`src/rtl/psram_pkg.sv`:
```
package psram_pkg;

    typedef enum logic [1:0] {
        OP_CONT  = 2'd0,
        OP_START = 2'd1,
        OP_DESEL = 2'd2
    } op_e;

    // Low two address bits of burst beat `step` from the seed bits.
    function automatic logic [1:0] burst_low(input logic interleave,
                                             input logic [1:0] seed,
                                             input logic [1:0] step);
        logic [1:0] sum;
        sum = seed + step;
        return interleave ? (seed ^ step) : sum;
    endfunction

endpackage

```
`src/rtl/psram_decode.sv`:
```
module psram_decode
    import psram_pkg::*;
#(
    parameter int LANES = 4
) (
    input  logic             strobe_cpu_n,
    input  logic             strobe_ctl_n,
    input  logic             sel_n,
    input  logic             sel_hi,
    input  logic             sel_lo_n,
    input  logic             all_wr_n,
    input  logic             lane_en_n,
    input  logic [LANES-1:0] lane_wr_n,
    output op_e              op,
    output logic [LANES-1:0] lane_we
);

    logic             sec_ok;
    logic [LANES-1:0] wr_req;

    always_comb begin
        sec_ok = sel_hi & ~sel_lo_n;
        if (!all_wr_n) begin
            wr_req = '1;
        end else if (!lane_en_n) begin
            wr_req = ~lane_wr_n;
        end else begin
            wr_req = '0;
        end

        if (!strobe_cpu_n && !sel_n) begin
            // processor-side strobe: always a read start
            op      = sec_ok ? OP_START : OP_DESEL;
            lane_we = '0;
        end else if (!strobe_ctl_n) begin
            op      = (!sel_n && sec_ok) ? OP_START : OP_DESEL;
            lane_we = (!sel_n && sec_ok) ? wr_req : '0;
        end else begin
            op      = OP_CONT;
            lane_we = wr_req;
        end
    end

endmodule

```
`src/rtl/psram_burst.sv`:
```
module psram_burst
    import psram_pkg::*;
#(
    parameter int ADDR_W = 4
) (
    input  logic              clk,
    input  logic              rst,
    input  op_e               op,
    input  logic              interleave,
    input  logic              step_n,
    input  logic [ADDR_W-1:0] addr_i,
    output logic [ADDR_W-1:0] acc_addr,
    output logic              acc_en
);

    localparam int HI_W = ADDR_W - 2;

    typedef struct packed {
        logic            active;
        logic [HI_W-1:0] hi;
        logic [1:0]      seed;
        logic [1:0]      step;
    } bstate_t;

    bstate_t state_d, state_q;

    always_comb begin
        state_d  = state_q;
        acc_en   = 1'b0;
        acc_addr = {state_q.hi, burst_low(interleave, state_q.seed, state_q.step)};
        case (op)
            OP_START: begin
                state_d.active = 1'b1;
                state_d.hi     = addr_i[ADDR_W-1:2];
                state_d.seed   = addr_i[1:0];
                state_d.step   = 2'd0;
                acc_en         = 1'b1;
                acc_addr       = addr_i;
            end
            OP_DESEL: begin
                state_d.active = 1'b0;
            end
            default: begin
                if (state_q.active) begin
                    state_d.step = state_q.step + {1'b0, ~step_n};
                    acc_en       = 1'b1;
                    acc_addr     = {state_q.hi,
                                    burst_low(interleave, state_q.seed, state_d.step)};
                end
            end
        endcase
    end

    always_ff @(posedge clk) begin
        if (rst) begin
            state_q <= '0;
        end else begin
            state_q <= state_d;
        end
    end

endmodule

```
`src/rtl/psram_array.sv`:
```
module psram_array #(
    parameter int ADDR_W = 4,
    parameter int LANES  = 4,
    parameter int LANE_W = 9
) (
    input  logic                    clk,
    input  logic [LANES-1:0]        wr_lane,
    input  logic [ADDR_W-1:0]       wr_addr,
    input  logic [LANES*LANE_W-1:0] wr_data,
    input  logic [ADDR_W-1:0]       rd_addr,
    output logic [LANES*LANE_W-1:0] rd_data
);

    localparam int DEPTH = 1 << ADDR_W;

    for (genvar g = 0; g < LANES; g++) begin : g_lane
        logic [LANE_W-1:0] cells [DEPTH];

        always_ff @(posedge clk) begin
            if (wr_lane[g]) begin
                cells[wr_addr] <= wr_data[g*LANE_W +: LANE_W];
            end
        end

        assign rd_data[g*LANE_W +: LANE_W] = cells[rd_addr];
    end

endmodule

```
`src/rtl/psram_top.sv`:
```
module psram_top
    import psram_pkg::*;
#(
    parameter int ADDR_W = 4,
    parameter int LANES  = 4,
    parameter int LANE_W = 9
) (
    input  logic                    clk,
    input  logic                    rst,
    input  logic [ADDR_W-1:0]       addr_i,
    input  logic                    strobe_cpu_n,
    input  logic                    strobe_ctl_n,
    input  logic                    step_n,
    input  logic                    interleave_i,
    input  logic                    sel_n,
    input  logic                    sel_hi,
    input  logic                    sel_lo_n,
    input  logic                    all_wr_n,
    input  logic                    lane_en_n,
    input  logic [LANES-1:0]        lane_wr_n,
    input  logic                    out_en_n,
    input  logic [LANES*LANE_W-1:0] wdata_i,
    output logic [LANES*LANE_W-1:0] rdata_o,
    output logic                    rdata_drive
);

    localparam int DATA_W = LANES * LANE_W;

    typedef struct packed {
        logic              rd_pend;
        logic [ADDR_W-1:0] rd_addr;
        logic              out_v;
        logic [DATA_W-1:0] out_data;
    } pstate_t;

    op_e               op;
    logic [LANES-1:0]  lane_we;
    logic [LANES-1:0]  wr_lane;
    logic [ADDR_W-1:0] acc_addr;
    logic              acc_en;
    logic [DATA_W-1:0] rd_data;
    logic              out_live;
    pstate_t           state_d, state_q;

    psram_decode #(.LANES(LANES)) u_decode (
        .strobe_cpu_n (strobe_cpu_n),
        .strobe_ctl_n (strobe_ctl_n),
        .sel_n        (sel_n),
        .sel_hi       (sel_hi),
        .sel_lo_n     (sel_lo_n),
        .all_wr_n     (all_wr_n),
        .lane_en_n    (lane_en_n),
        .lane_wr_n    (lane_wr_n),
        .op           (op),
        .lane_we      (lane_we)
    );

    psram_burst #(.ADDR_W(ADDR_W)) u_burst (
        .clk        (clk),
        .rst        (rst),
        .op         (op),
        .interleave (interleave_i),
        .step_n     (step_n),
        .addr_i     (addr_i),
        .acc_addr   (acc_addr),
        .acc_en     (acc_en)
    );

    assign wr_lane = acc_en ? lane_we : '0;

    psram_array #(.ADDR_W(ADDR_W), .LANES(LANES), .LANE_W(LANE_W)) u_array (
        .clk     (clk),
        .wr_lane (wr_lane),
        .wr_addr (acc_addr),
        .wr_data (wdata_i),
        .rd_addr (state_q.rd_addr),
        .rd_data (rd_data)
    );

    always_comb begin
        state_d          = state_q;
        state_d.rd_pend  = acc_en & ~(|lane_we);
        state_d.rd_addr  = acc_addr;
        state_d.out_v    = state_q.rd_pend;
        state_d.out_data = state_q.rd_pend ? rd_data : state_q.out_data;
    end

    always_ff @(posedge clk) begin
        if (rst) begin
            state_q <= '0;
        end else begin
            state_q <= state_d;
        end
    end

    assign out_live    = state_q.out_v;
    assign rdata_drive = out_live & ~out_en_n;
    assign rdata_o     = rdata_drive ? state_q.out_data : '0;

endmodule

```
`config.mk`:
```
export PLATFORM = sky130hd
export DESIGN_NAME = psram_top
export DESIGN_NICKNAME = d
export VERILOG_FILES = /design/src/rtl/psram_pkg.sv /design/src/rtl/psram_decode.sv /design/src/rtl/psram_burst.sv /design/src/rtl/psram_array.sv /design/src/rtl/psram_top.sv
export SDC_FILE = /design/constraint.sdc
export NUM_CORES = 1
export LEC_CHECK = 0
export ABC_CLOCK_PERIOD_IN_PS = 3600
export BUFFER_PORTS_ARGS = -buffer_cell sky130_fd_sc_hd__buf_4
export CORE_ASPECT_RATIO = 2
export CORE_MARGIN = 2
export CORE_UTILIZATION = 56
export CTS_CLUSTER_SIZE = 28
export DETAILED_ROUTE_END_ITERATION = 16
export PLACE_DENSITY = 0.79
export SETUP_SLACK_MARGIN = 0.2
export SLEW_MARGIN = 40
export SYNTH_ARGS = -nofsm -noshare
export SYNTH_HDL_FRONTEND = slang
export SYNTH_SLANG_ARGS = --single-unit
```
`constraint.sdc`:
```
create_clock -name clk -period 3.6 [get_ports clk]
set_clock_uncertainty 0.1 [all_clocks]
set_input_delay 0.18 -clock clk [delete_from_list [all_inputs] [get_ports clk]]
set_output_delay 0.18 -clock clk [all_outputs]
set_load 0.03 [all_outputs]
```
==> flow_summary.json, run 1 <==
{
  "syn_area_sq_mm": 0.02495,
  "crit_required_ns": 3.71,
  "cts_tree": "yes",
  "vias_per_cell": 6.198,
  "n_antenna_cell": 0,
  "hold_violations": 0,
  "design_area_sq_mm": 0.02909,
  "row_count": 109,
  "worstHoldStart": "strobe_ctl_n",
  "drc_errors": 0,
  "first_global_vias": 14910,
  "grt_pass1_wl_um": 88870,
  "routabilityCongestion": 0.9214,
  "worstPathArrival_ns": 3.17,
  "io_buffers": 92,
  "status": "complete, no violations",
  "critPathKind": "in -> reg",
  "wirelength_um": 60010,
  "syn_inst": 1567,
  "seq_power_share_pct": 54.4,
  "start_kind": "input port",
  "clk_latency_ns": 0.60,
  "hold_buffers": 45,
  "overflow": 0,
  "r2r-end": "u_array.g_lane[1].cells[8][7]",
  "finalCritPeriodShare_pct": 85.03,
  "vdd_drop_max_mv": 0.3603,
  "nNetsFinal": 1802,
  "via_count": 14480,
  "tightest_slew_ns": 0.8336,
  "use_met3_pct": 2.957,
  "ant_nets": 0,
  "syn_area_per_cell_sq_um": 15.92,
  "fmax_mhz": 326.7,
  "synth_area_leaders": "edfxtp_1, mux2i_1, dfxtp_1",
  "antenna_found_initial": 0,
  "core_sq_mm": 0.04405,
  "power_density_mw_per_mm2": 503.3,
  "power_switching_w": 0.003218,
  "setup_viol": 0,
  "switching_share_pct": 21.98,
  "grtUsageMet2_pct": 47.75,
  "dpl_cell_area_sq_mm": 0.02696,
  "first_pass_iters": 6,
  "leakage_nw": 9.583,
  "ys_ff_latch": 625,
  "cts_buffers": 49,
  "ys_top_cells_by_count": "edfxtp_1, mux2i_1, nand2_1",
  "ys.flop_type": "edfxtp_1",
  "finalSetupTns_ns": 0,
  "finalNonFillerCells": 2337,
  "r2r_cells": 7,
  "initial_core_util_pct": 56.64,
  "hp-class": "in -> reg",
  "place_inst": 2200,
  "post_cts_buffers": 0,
  "async_flop_share_pct": 0,
  "ctsResizeCount": 0,
  "hold_path_end": "u_burst.state_q[0]",
  "rr_startpoint": "u_burst.state_q[0]",
  "drtIter0Drc": 1346,
  "p_clk_share_pct": 38.2,
  "root_buffer": "clkbuf_16",
  "fp.dieH_um": 302.5,
  "area.growth.synth_to_final_pct": 16.58,
  "h-tree-depth": 2,
  "clk_pin_slew_worst_paths_ns": 0.07,
  "die_area_sq_mm": 0.04636,
  "ys_types": 39,
  "synth-edff-count": 576,
  "grt_use_total_pct": 25.67,
  "die-width_um": 153.3,
  "io_pins": 93,
  "rsz0062_at_grt": "no",
  "syn_nets": 1628,
  "hpwl_um": 38780,
  "holdPathStages": 6,
  "yosysTopAreaCell": "edfxtp_1",
  "cap_violations": 0,
  "clkSinkCount": 625,
  "critPathCaptureType": "flop",
  "min_period_ns": 3.061,
  "synth_top_area_share_pct": 69.32,
  "intPower_w": 0.01142,
  "yosysMostFrequentCell": "edfxtp_1",
  "use_met1_pct": 28.26,
  "reg2reg_slack_ns": 0.56,
  "grt_max_degree": 77,
  "routedWlPerCell_um": 25.68,
  "slew_viol_final": 0,
  "grt.busiest_layer": "met2",
  "drive_gt1_share_pct": 18.74,
  "ys_seq_area_share_pct": 73.26,
  "clk_path_buf_depth": 3,
  "ys_warn_count": 0,
  "maxSlewHeadroom_pct": 44.30,
  "worst-path-max-fanout": 9,
  "power_frac_comb_pct": 7.4
}
==> through the flow <==
step	hold slack [ns]	setup WS (ns)	total power (W)	util, %
floorplan	0.1789	0.03208	0.008725	-
global placement	0.3329	0.1411	0.009120	61.15
detailed placement	0.3336	0.01096	0.009149	61.20
CTS	0.2220	0.6057	0.01468	65.98
global route	0.3418	0.3931	0.01500	66.03
finish	0.2389	0.5388	0.01464	66.03
==> worst max-delay path, stage by stage <==
cell and delay [ns]:
buf_4 0.11, or3b_4 0.41, a21oi_1 0.21, inv_1 0.07
ha_1 0.37, buf_4 0.21, a221oi_1 0.33, a21o_1 0.21
nand2_1 0.16, buf_4 0.22, a211oi_2 0.69
==> flip-flops by register name, summed over array words and instances, names as in the netlist <==
name / flops
u_array.g_lane.cells: 576
state_q: 40
u_burst.state_q: 7
out_live: 1
state_d: 1
==> layer usage <==
layer,routed length [um],vias to the layer above
met5,0,-
met4,3672,0
met3,3271,177
met2,32690,652
met1,20370,7243
li1,-,6412
==> worst max-delay path by stage <==
| stage | startpoint | end | slack (ns) |
|---|---|---|---|
| after detailed placement | sel_lo_n | u_array.g_lane[1].cells[8][7] | 0.01 |
| after global routing | sel_lo_n | u_array.g_lane[1].cells[8][7] | 0.39 |
| final | sel_lo_n | u_array.g_lane[1].cells[8][7] | 0.54 |
| after CTS | sel_lo_n | u_array.g_lane[1].cells[8][1] | 0.61 |
| after global placement | sel_lo_n | u_array.g_lane[0].cells[8][2] | 0.14 |
| after floorplan | sel_lo_n | u_array.g_lane[1].cells[3][0] | 0.03 |
==> layout make-up <==
class                           instances  area [sq um]
Sequential cell                       625         18280
Multi-Input combinational cell        839          6482
Inverter                                4         15.01
Timing Repair Buffer                  222          1958
Clock inverter                         31         365.4
Tap cell                              555         694.4
Clock buffer                           61          1291
Fill cell                            2901         14960
==> power groups by stage <==
stage          logic [W]  registers (W)  clock network, W
2_1_floorplan   0.000611        0.00811                 0
3_3_place_gp    0.000990        0.00813                 0
3_5_place_dp     0.00102        0.00813                 0
4_1_cts          0.00106        0.00797           0.00565
5_1_grt          0.00113        0.00797           0.00590
6_report         0.00108        0.00797           0.00559
==> placed cells by master, fill, tap and decap left out, drive strengths merged, types with 3 or more instances in the layout <==
cell,n
edfxtp,576
a211oi,35
clkinv,18
o21ai,7
clkinvlp,3
a22oi,73
inv,7
nand3,108
a221oi,3
dlygate4sd3,45
dfxtp,49
clkbuf,61
nor2,11
nor4,33
nand2,122
ha,5
nor2b,6
mux2i,295
a21oi,79
buf,177
bufinv,7
nand3b,4
and2,38
==> kinds of logic (layout without fill, tap and decap cells) <==
family	Yosys count	in the layout	share of synthesized area, %
buf+inv	103	318	1.911
simple gates	331	331	6.534
mux	295	295	11.83
xor+xnor	3	3	0.2206
fa+ha+maj	5	5	0.2507
flops	625	625	73.26
compound gates	205	205	5.993
(Power assumes the default switching activity.)
==> run 2, diff against run 1 <==
Settings changed: PLACE_DENSITY 0.79 to 0.86.
==> run 2 against run 1 <==
Net effect: worst hold slack better by 0.032 ns; cell area up 0.71%; count of clock-buffer cells in the layout up 1; final cell count up 0.13%; via count up 4.6%; global-route usage up 0.90 points; first-iteration DRC count up 29%; combinational power up 7%; sequential share of layout area down 0.44 points; die area unchanged; clock power down 4.8%; register-to-register slack worse by 0.16 ns; largest cell class unchanged.
==> flow_summary.json, run 2 (synthesis gave the netlist of run 1 again) <==
{
  "routabilityCongestion": 0.9140,
  "grt_pass1_wl_um": 92290,
  "ant_nets": 0,
  "largest_register_ff_count": 576,
  "wl_met3_um": 4720,
  "setup_viol": 0,
  "r2r-end": "u_array.g_lane[0].cells[12][1]",
  "clk_latency_ns": 0.58,
  "reg2reg_slack_ns": 0.40,
  "routedWlPerCell_um": 27.18,
  "maxSlewHeadroom_pct": 39.99,
  "io_pins": 93,
  "via_count": 15150,
  "hp-class": "in -> reg",
  "io_buffers": 92,
  "vdd_drop_max_mv": 0.3538,
  "top_register": "u_array.g_lane.cells",
  "finalCritPeriodShare_pct": 89.40,
  "hold_violations": 0,
  "antenna_found_initial": 0,
  "drtIter0Drc": 1742,
  "drive_gt1_share_pct": 18.66,
  "clk_pin_slew_worst_paths_ns": 0.07,
  "area.growth.synth_to_final_pct": 17.41,
  "clkSinkCount": 625,
  "hold_path_end": "u_array.g_lane[3].cells[6][8]",
  "die_area_sq_mm": 0.04636,
  "layout_commonest_cell": "edfxtp_1",
  "h-tree-depth": 2,
  "cts_buffers": 49,
  "met1_length_um": 21220,
  "clk_path_buf_depth": 3,
  "power_density_mw_per_mm2": 493.9,
  "slew_viol_final": 0,
  "crit_required_ns": 3.70,
  "critPathCaptureType": "flop",
  "final_cell_mix": "edfxtp_1, mux2i_1, buf_4, nand2_1, nand3_1",
  "cap_violations": 0,
  "worstPathArrival_ns": 3.32,
  "row_count": 109,
  "tightest_slew_ns": 0.8934,
  "overflow": 0,
  "holdPathStages": 5,
  "initial_core_util_pct": 56.64,
  "dpl_cell_area_sq_mm": 0.02716,
  "vias_per_cell": 6.474,
  "start_kind": "input port",
  "hpwl_um": 40100,
  "grt_use_total_pct": 26.57,
  "critPathKind": "in -> reg",
  "worst-path-max-fanout": 11,
  "status": "complete, no violations",
  "r2r_cells": 9,
  "fp.dieH_um": 302.5,
  "first_global_vias": 15110,
  "root_buffer": "clkbuf_16",
  "top_layer": "met4",
  "cts_tree": "yes",
  "design_area_sq_mm": 0.02929,
  "nNetsFinal": 1806,
  "worstHoldStart": "lane_wr_n[3]",
  "power_w": 0.01447,
  "n_antenna_cell": 0,
  "min_period_ns": 3.218,
  "leakage_nw": 9.615,
  "largestRegisters": "u_array.g_lane.cells x576, state_q x40, u_burst.state_q x7",
  "first_pass_iters": 6,
  "drc_errors": 0,
  "core_sq_mm": 0.04405,
  "grt_max_degree": 56,
  "rr_startpoint": "u_burst.state_q[0]",
  "die-width_um": 153.3,
  "wirelength_um": 63600,
  "fmax_mhz": 310.7,
  "rsz0062_at_grt": "no",
  "wl_met2_um": 33550
}
[run 2: worst max path at each step]
stage | start | end
detailed placement | sel_lo_n | u_array.g_lane[2].cells[4][3]
CTS | u_burst.state_q[0] | u_array.g_lane[1].cells[12][3]
global route | sel_lo_n | u_array.g_lane[2].cells[8][4]
global placement | sel_lo_n | u_array.g_lane[0].cells[11][8]
floorplan | sel_lo_n | u_array.g_lane[1].cells[3][0]
finish | sel_lo_n | u_array.g_lane[2].cells[0][5]
[run 2: what timing repair did]
action | 4_1_cts | 5_1_grt
hold buffers | 46 | 0
setup buffers | 0 | 0
gates resized for setup | 0 | 2
hold endpoints to repair | 589 | 0
endpoints found under the setup margin | 0 | 15
[run 2: layer usage]
metal  vias to the layer above  track usage (%)
met5                         -                0
met4                         0            15.59
met3                       226            3.271
met2                       953            48.14
met1                      7535            30.14
li1                       6435                -
[run 2: critical path, cell delays in order]
cell	delay, ns
buf_4	0.11
or3b_4	0.42
a21oi_1	0.20
inv_1	0.07
ha_1	0.46
mux2i_1	0.17
a211oi_2	0.46
nand2_1	0.14
buf_4	0.21
buf_4	0.19
a211oi_2	0.72
[run 2: stage by stage]
stage	setup WS (ns)	util [%]	hold slack (ns)	cells	TNS, ns
2_1_floorplan	0.03208	-	0.1789	1567	0
3_3_place_gp	-0.1649	61.16	0.3255	2199	-5.073
3_5_place_dp	-0.1832	61.66	0.3355	2202	-9.365
4_1_cts	0.3747	66.24	0.2443	2339	0
5_1_grt	0.2019	66.50	0.2795	2340	0
6_report	0.3815	66.50	0.2707	2340	0
[run 2: cell type report]
cell class,count,area [sq um]
clock inverter,29,200.2
sequential,625,18280
multi-input combinational,839,6740
inverter,4,15.01
tap,555,694.4
clock buffer,62,1358
timing repair buffer,226,2006
fill,2729,14760
[run 2: where the power goes]
part | total [W] | internal [W] | switching [W]
Clock | 0.00532 | 0.00282 | 0.00250
Sequential | 0.00798 | 0.00794 | 0.0000433
Combinational | 0.00116 | 0.000439 | 0.000726
